$ cat src/rtl/zt_pkg.sv
package zt_pkg;

   // Low two address bits of a burst beat: XOR of start and count when
   // interleaved, wrapping sum otherwise.
   function automatic logic [1:0] beat_lo(input logic [1:0] start,
                                          input logic [1:0] cnt,
                                          input logic       ilv);
      return ilv ? (start ^ cnt) : (start + cnt);
   endfunction

endpackage

$ cat src/rtl/zt_addr_seq.sv
module zt_addr_seq #(
   parameter int LANES = 4,
   parameter int AW    = 6
) (
   input  logic             clk,
   input  logic             rst_n,
   input  logic             clk_en,
   input  logic             adv,
   input  logic             sel_all,
   input  logic             wr,
   input  logic [AW-1:0]    addr,
   input  logic [LANES-1:0] be,
   input  logic             ilv,
   output logic             s1_vld,
   output logic             s1_wr,
   output logic [AW-1:0]    s1_addr,
   output logic [LANES-1:0] s1_be
);
   import zt_pkg::*;

   logic          b_vld, b_wr;
   logic [AW-1:0] b_base;
   logic [1:0]    b_cnt;

   logic          n_vld, n_wr;
   logic [AW-1:0] n_base;
   logic [1:0]    n_cnt;
   logic [AW-1:0] n_addr;

   always_comb begin
      if (!adv) begin
         n_vld  = sel_all;
         n_wr   = sel_all & wr;
         n_base = addr;
         n_cnt  = 2'd0;
      end else begin
         n_vld  = b_vld;
         n_wr   = b_wr;
         n_base = b_base;
         n_cnt  = b_cnt + 2'd1;
      end
      n_addr = {n_base[AW-1:2], beat_lo(n_base[1:0], n_cnt, ilv)};
   end

   always_ff @(posedge clk) begin
      if (!rst_n) begin
         b_vld   <= 1'b0;
         b_wr    <= 1'b0;
         b_base  <= '0;
         b_cnt   <= 2'd0;
         s1_vld  <= 1'b0;
         s1_wr   <= 1'b0;
         s1_addr <= '0;
         s1_be   <= '0;
      end else if (clk_en) begin
         b_vld   <= n_vld;
         b_wr    <= n_wr;
         b_base  <= n_base;
         b_cnt   <= n_cnt;
         s1_vld  <= n_vld;
         s1_wr   <= n_wr;
         s1_addr <= n_addr;
         s1_be   <= be;
      end
   end

   AST_DESELECT_IDLE: assert property (@(posedge clk) disable iff (!rst_n)
      (clk_en && !adv && !sel_all) |=> !s1_vld);
   AST_BURST_KIND: assert property (@(posedge clk) disable iff (!rst_n)
      (clk_en && adv) |=> (s1_vld == $past(s1_vld) && s1_wr == $past(s1_wr)));
   AST_LINEAR_STEP: assert property (@(posedge clk) disable iff (!rst_n)
      (clk_en && adv && !ilv) |=> (s1_addr[1:0] == $past(s1_addr[1:0]) + 2'd1));
   AST_BLOCK_KEEP: assert property (@(posedge clk) disable iff (!rst_n)
      (clk_en && adv) |=> (s1_addr[AW-1:2] == $past(s1_addr[AW-1:2])));

endmodule

$ cat src/rtl/zt_store.sv
module zt_store #(
   parameter int LANES  = 4,
   parameter int LANE_W = 9,
   parameter int AW     = 6
) (
   input  logic                    clk,
   input  logic                    clk_en,
   input  logic                    rd_vld,
   input  logic [AW-1:0]           rd_addr,
   input  logic                    cm_vld,
   input  logic [AW-1:0]           cm_addr,
   input  logic [LANES-1:0]        cm_be,
   input  logic [LANES*LANE_W-1:0] cm_data,
   output logic [LANES*LANE_W-1:0] rd_q
);
   localparam int DEPTH = 1 << AW;

   logic hit;
   assign hit = cm_vld && (cm_addr == rd_addr);

   for (genvar g = 0; g < LANES; g++) begin : g_lane
      logic [LANE_W-1:0] bank [DEPTH];
      logic [LANE_W-1:0] lane_q;
      logic [LANE_W-1:0] lane_in;

      assign lane_in = cm_data[g*LANE_W +: LANE_W];

      always_ff @(posedge clk) begin
         if (clk_en && cm_vld && cm_be[g])
            bank[cm_addr] <= lane_in;
      end

      // Array read one stage early; a write committing on the same edge
      // is bypassed lane by lane so the read sees the newest value.
      always_ff @(posedge clk) begin
         if (clk_en && rd_vld)
            lane_q <= (hit && cm_be[g]) ? lane_in : bank[rd_addr];
      end

      assign rd_q[g*LANE_W +: LANE_W] = lane_q;
   end

endmodule

$ cat src/rtl/zt_sram.sv
module zt_sram #(
   parameter int LANES  = 4,
   parameter int LANE_W = 9,
   parameter int AW     = 6
) (
   input  logic                    clk,
   input  logic                    rst_n,
   input  logic                    clk_en,
   input  logic                    sel_a,
   input  logic                    sel_b,
   input  logic                    sel_c,
   input  logic                    adv,
   input  logic                    wr,
   input  logic [AW-1:0]           addr,
   input  logic [LANES-1:0]        be,
   input  logic                    ilv,
   input  logic [LANES*LANE_W-1:0] wdata,
   output logic [LANES*LANE_W-1:0] rdata,
   output logic                    rdata_drive
);
   localparam int DW = LANES * LANE_W;

   initial begin
      if (LANES != 2 && LANES != 4) $fatal(1, "zt_sram: LANES must be 2 or 4");
      if (AW < 3)                   $fatal(1, "zt_sram: AW must be at least 3");
      if (LANE_W < 1)               $fatal(1, "zt_sram: LANE_W must be positive");
   end

   logic             sel_all;
   logic             s1_vld, s1_wr;
   logic [AW-1:0]    s1_addr;
   logic [LANES-1:0] s1_be;
   logic             s2_vld, s2_wr;
   logic [AW-1:0]    s2_addr;
   logic [LANES-1:0] s2_be;
   logic [DW-1:0]    rd_q;

   assign sel_all = sel_a & sel_b & sel_c;

   zt_addr_seq #(.LANES(LANES), .AW(AW)) u_seq (
      .clk     (clk),
      .rst_n   (rst_n),
      .clk_en  (clk_en),
      .adv     (adv),
      .sel_all (sel_all),
      .wr      (wr),
      .addr    (addr),
      .be      (be),
      .ilv     (ilv),
      .s1_vld  (s1_vld),
      .s1_wr   (s1_wr),
      .s1_addr (s1_addr),
      .s1_be   (s1_be)
   );

   always_ff @(posedge clk) begin
      if (!rst_n) begin
         s2_vld  <= 1'b0;
         s2_wr   <= 1'b0;
         s2_addr <= '0;
         s2_be   <= '0;
      end else if (clk_en) begin
         s2_vld  <= s1_vld;
         s2_wr   <= s1_wr;
         s2_addr <= s1_addr;
         s2_be   <= s1_be;
      end
   end

   zt_store #(.LANES(LANES), .LANE_W(LANE_W), .AW(AW)) u_store (
      .clk     (clk),
      .clk_en  (clk_en),
      .rd_vld  (s1_vld & ~s1_wr),
      .rd_addr (s1_addr),
      .cm_vld  (s2_vld & s2_wr),
      .cm_addr (s2_addr),
      .cm_be   (s2_be),
      .cm_data (wdata),
      .rd_q    (rd_q)
   );

   always_ff @(posedge clk) begin
      if (!rst_n) begin
         rdata       <= '0;
         rdata_drive <= 1'b0;
      end else if (clk_en) begin
         rdata_drive <= s2_vld & ~s2_wr;
         if (s2_vld && !s2_wr)
            rdata <= rd_q;
      end
   end

   AST_STALL_HOLD: assert property (@(posedge clk) disable iff (!rst_n)
      !clk_en |=> ($stable(rdata) && $stable(rdata_drive)));
   AST_WRITE_QUIET: assert property (@(posedge clk) disable iff (!rst_n)
      (clk_en && s2_vld && s2_wr) |=> !rdata_drive);
   AST_RESET_QUIET: assert property (@(posedge clk)
      !rst_n |=> (!rdata_drive && rdata == '0));

endmodule

$ cat config.mk
export PLATFORM = sky130hd
export DESIGN_NAME = zt_sram
export DESIGN_NICKNAME = d
export VERILOG_FILES = /design/src/rtl/zt_pkg.sv /design/src/rtl/zt_addr_seq.sv /design/src/rtl/zt_store.sv /design/src/rtl/zt_sram.sv
export SDC_FILE = /design/constraint.sdc
export NUM_CORES = 2
export LEC_CHECK = 0
export BUFFER_PORTS_ARGS = -buffer_cell sky130_fd_sc_hd__buf_2
export CORE_MARGIN = 2
export CORE_UTILIZATION = 40
export DETAILED_ROUTE_END_ITERATION = 12
export SYNTH_ARGS = -nofsm -noshare
export SYNTH_HDL_FRONTEND = slang
export SYNTH_SLANG_ARGS = --single-unit
export TNS_END_PERCENT = 20
$ cat constraint.sdc
create_clock -name clk -period 8.95 [get_ports clk]
set_input_delay 1.3425 -clock clk [delete_from_list [all_inputs] [get_ports clk]]
set_output_delay 1.3425 -clock clk [all_outputs]
set_load 0.02 [all_outputs]
### Word-level counts from Yosys, hierarchy flattened

Memories as Yosys holds them, arrays and structs flattened. A register that Yosys moved wholly into a read port is not among the register bits.
Index checks and enable logic that the tools add are counted.

* reduce and logical (&&, ||, !) cells: 10
* muxes and demuxes: 12
* add/subtract/negate cells: 2
* bitwise gates (word level): 10

Operator list (number)
* $mux W1: 9
* $logic_and A1 B1 Y1: 7
* $and A1 B1 Y1: 6
* $mux W6: 1
* $mux W2: 2
* $reduce_and A2 Y1: 2
* $not A1 Y1: 3
* $add A2 B1 Y2 const B: 1
* $add A2 B2 Y2: 1
* $xor A2 B2 Y2: 1
* $logic_not A1 Y1: 1

* memories kept: 4
* flip-flop bits (word level): 69
* RAM bits: 2304
* bits of input ports: 55

Memories
* u_store.g_lane[0].bank: words 64, bits a word 9, read ports 1, clocked after Yosys merged registers in 1, write ports 1, line zt_store.sv:22 `logic [LANE_W-1:0] bank [DEPTH];`
* u_store.g_lane[1].bank: words 64, bits a word 9, read ports 1, clocked after Yosys merged registers in 1, write ports 1, line zt_store.sv:22
* u_store.g_lane[2].bank: words 64, bits a word 9, read ports 1, clocked after Yosys merged registers in 1, write ports 1, line zt_store.sv:22
* u_store.g_lane[3].bank: words 64, bits a word 9, read ports 1, clocked after Yosys merged registers in 1, write ports 1, line zt_store.sv:22

### Longest topological paths before layout

* depth in word-level cells: 5
* depth in mapped cells: 11
* gate-level depth less buffers: 6

### Cells and area by module

From an unflattened synthesis, not the netlist that was laid out.

* cells, all modules: 4647
* area, all modules: 93502.2 um^2

Modules (own cells, without submodules)
* zt_store: instances 1, cells an instance 4376, area each 90799.6 um^2
* zt_sram: instances 1, cells an instance 202, area each 1983.2 um^2
* zt_addr_seq: instances 1, cells an instance 69, area each 719.4 um^2

### Worst setup path after synthesis

OpenSTA, ideal clock, no wires.

* path kind: input port to flip-flop
* start point: in clk_en
* end point: reg u_store.g_lane[0].lane_q[0], read port of u_store.g_lane[0].bank, enable pin
* cell stages on the path: 3
* path buffers: 1
* required time: 8469 ps
* arrival: 4306 ps
* setup slack: 4162 ps
* cells stage by stage: clkbuf_1 -> inv_1 -> nor3b_1

* longest elaborated chain between the ends: 1

Ends and longest elaborated chain
* start: declaration: line zt_sram.sv:8 `input logic clk_en,`
* $logic_and A1 B1 Y1: line zt_store.sv:36 `if (clk_en && rd_vld)`
* end: declaration: line zt_store.sv:23 `logic [LANE_W-1:0] lane_q;`

Every way passes these cells.
A chain may end at the register's enable or synchronous reset.

==> reports/qor.json <==
{
  "status": {
    "outcome": "completed"
  },
  "worst_setup_path": {
    "worst_path_max_delay_cell": "sky130_fd_sc_hd__buf_4",
    "critical_path_peak_fanout": 89,
    "cp_slowest_stage_delay_ps": 730,
    "cpLargestDelayFamily": "buffers and inverters",
    "worst-endpoint-required_ps": 9560,
    "worstPathBufferInverterCount": 2,
    "cp.arrival_ps": 4810,
    "critical_path.startpoint_type": "flip-flop",
    "worst_setup_path_end_kind": "flip-flop",
    "crit_top_cell": "sky130_fd_sc_hd__mux4_2",
    "crit_path_category": "reg2reg",
    "reg2regPathDepth": 6,
    "path_cells": "buf_4 -> buf_12 -> mux4_2 -> mux4_2 -> o32ai_1 -> nor3b_1",
    "cp.depth": 6
  },
  "grt": {
    "grt_antenna_before_repair": 24,
    "first_pass_grt_wire_length_microns": 361200,
    "grt_start_max_net_pins": 134,
    "globalRouteTotalUtil": 0.2150,
    "grt_pass1_vias": 46730,
    "overflow": 0
  },
  "logic_synthesis": {
    "synthesis.nets": 4733,
    "synthesis.instances": 4677,
    "synth_enable_flop_cells": 2340,
    "synth_seq_area_share": 0.7659,
    "synth_area_per_cell_sq_um": 19.98,
    "netlist_top_cells_area": "sky130_fd_sc_hd__edfxtp_1 75%, sky130_fd_sc_hd__mux4_2 12%, sky130_fd_sc_hd__mux2i_1 3.3%, sky130_fd_sc_hd__a22oi_1 1.4%, sky130_fd_sc_hd__dfxtp_1 1.4%",
    "yosys_warnings": 0,
    "synth_async_sr_flop_share": 0,
    "yosys_top_cell_area_share": 0.7520,
    "post_syn_area_sq_mm": 0.09345,
    "post-synth-top-area-cell": "sky130_fd_sc_hd__edfxtp_1",
    "synth_top_flop_cell": "sky130_fd_sc_hd__edfxtp_1",
    "number_of_different_library_cells_in_the_post_synthesis_netlist": 56,
    "synth_seq_cells": 2405
  },
  "sta": {
    "timing_worst_slew_pin_value_ps": 1223,
    "timing.fmax_ghz": 0.2383,
    "report.final.slew_viol_count": 0,
    "fin_worst_skew_ps": 50.59,
    "worst_hold_slack_ps": 466.4,
    "endpoints_failing_setup": 0,
    "timing_hold_violations_final": 0,
    "period_minus_slack_ps": 4196,
    "min_period_over_period": 0.4688,
    "setup-tns-final_ps": 0,
    "grt_setup_unrepaired": "no",
    "slew-limit-headroom": 0.1813
  },
  "drt": {
    "wl_per_cell_microns": 32.00,
    "drc": 0,
    "drt_wl_total_microns": 257900,
    "route.vias.total": 47320,
    "antenna_violating_nets_post_route": 0,
    "firstDrtPassIters": 7,
    "routed_via_density": 5.870,
    "first_iter_violations": 5755
  },
  "clock_tree": {
    "cts_resized": 0,
    "post_cts_setup_buffer_count": 0,
    "clock_sink_count": 2405,
    "tritoncts": "yes",
    "clock_latency_ps": 890,
    "cts-htree-levels": 4,
    "worst_setup_hold_path_clk_slew_ps": 60,
    "max-clock-path-buffers": 3,
    "cts_buffers": 230,
    "hold_buffers": 0,
    "cts_root_buf": "sky130_fd_sc_hd__clkbuf_16"
  },
  "placement": {
    "dpl.hpwl_microns": 155900,
    "io_buffers": 91,
    "gpl.final_weighted_congestion": 0.8505,
    "placedInstanceArea_sq_mm": 0.09724
  },
  "finish": {
    "design_area_sq_mm": 0.1049,
    "finalNetCount": 4857,
    "fraction_of_layout_instances_using_a_drive_strength_above_1": 0.2086,
    "area_delta_synth_final_pct": 12.23
  },
  "power": {
    "power.leakage_nw": 31.32,
    "cellPowerDensity_mw_per_mm2": 223.2,
    "worst_vdd_drop_mv": 0.1877,
    "fin_total_pwr_mw": 23.41
  },
  "hold_path": {
    "hold_path_class": "reg2reg",
    "worst_hold_path.num_cells": 2
  },
  "die": {
    "design.portCount": 92,
    "initial_core_util": 0.4019,
    "placement_rows": 177,
    "floorplan.die_area_sq_mm": 0.2375,
    "core-area_sq_mm": 0.2325,
    "die_y_microns": 487.3,
    "fp.dieW_microns": 487.3
  },
  "run": {
    "maxCapViolCount": 0
  }
}
final cells by class:
cell class / count / area (sq um)
antenna: 19 / 47.55
clock buffer: 303 / 6243
clock inverter: 127 / 1346
fill: 19510 / 127700
inverter: 5 / 21.27
multi-input combinational: 1972 / 20540
sequential: 2405 / 71590
tap: 3043 / 3807
timing repair buffer: 187 / 1276
registers in the layout, summed over array words and instances (netlist names), 4 cells and up:
name                   cells
u_store.g_lane.bank     2304
rdata                     36
u_store.g_lane.lane_q     36
s2_addr                    6
u_seq.b_base               6
s2_be                      4
u_seq.s1_be                4
where the power goes:
part           internal, mW  switching, mW  total, mW  leakage (nW)
logic                 0.445          0.785       1.23          6.09
clock network          5.55           4.25       9.80          3.68
registers              12.4         0.0233       12.4          21.6
cells in the final DEF (no fill, tap or decap), drive strengths merged, types with 3 or more instances in the layout:
cell type / instances
mux4: 481
diode: 19
nand3: 51
dfxtp: 65
o31ai: 6
nand2b: 6
nand2: 308
a22oi: 180
mux2: 5
o32ai: 24
a21boi: 45
and3: 4
bufinv: 22
a21oi: 56
nor3b: 33
o22ai: 3
o311ai: 27
clkinvlp: 11
nor3: 5
mux2i: 308
xnor2: 7
clkbuf: 303
nand4: 31
nor2b: 34
nor4: 25
nor2: 269
and3b: 5
nand4b: 25
clkinv: 87
inv: 12
a41o: 8
buf: 187
and2: 3
edfxtp: 2340
cells by family after synthesis:
logic type      share of synthesized area
xor+xnor                        0.0009908
buf+inv                           0.01537
mux                                0.1495
compound gates                    0.02911
simple gates                      0.03899
flops                              0.7659
fa+ha+maj                       0.0001339
layer usage:
layer  part of all wire  global-route usage
met3              0.082             0.04319
met1               0.40              0.2890
met5            0.00051                   0
met4              0.036             0.07935
met2               0.49              0.3473
metrics by stage:
| step | instances | worst slack [ps] | utilization |
|---|---|---|---|
| after global routing | 8045 | 4458 | 0.4508 |
| after floorplan | 4677 | 4162 | - |
| after CTS | 8042 | 4726 | 0.4508 |
| final | 8061 | 4754 | 0.4510 |
| after detailed placement | 7612 | 4622 | 0.4182 |
| after global placement | 7612 | 4638 | 0.4182 |
worst register-to-register path, stage by stage (launching register included):
cell                      delay (ps)
sky130_fd_sc_hd__dfxtp_4         630
sky130_fd_sc_hd__buf_4           740
sky130_fd_sc_hd__buf_12          570
sky130_fd_sc_hd__mux4_2          890
sky130_fd_sc_hd__mux4_2          500
sky130_fd_sc_hd__o32ai_1         480
sky130_fd_sc_hd__nor3b_1         110
worst paths after layout:
path                                                     from  slack [ps]                                    end
worst max-delay path            u_seq.s1_addr[0]$_SDFFE_PN0P_        4750  u_store.g_lane[1].lane_q[4]$_DFFE_PP_
worst min-delay path                   rdata[12]$_SDFFE_PN0P_         470                 rdata[12]$_SDFFE_PN0P_
worst min register to register         rdata[12]$_SDFFE_PN0P_         470                 rdata[12]$_SDFFE_PN0P_
worst max register to register  u_seq.s1_addr[0]$_SDFFE_PN0P_        4750  u_store.g_lane[1].lane_q[4]$_DFFE_PP_
synth_stat cells, drive strengths merged, types with 8 or more instances:
master and instances:
nor3b 33, mux2i 308, a41o 8, o32ai 24, nor2 269, a21oi 56, a21boi 45, buf 175
mux4 481, nand4b 25, edfxtp 2340, nand4 31, o311ai 27, nor2b 34, a22oi 180, nand2 308
nand3 51, nor4 25, clkbuf 120, dfxtp 65
(Power assumes the default switching activity.)
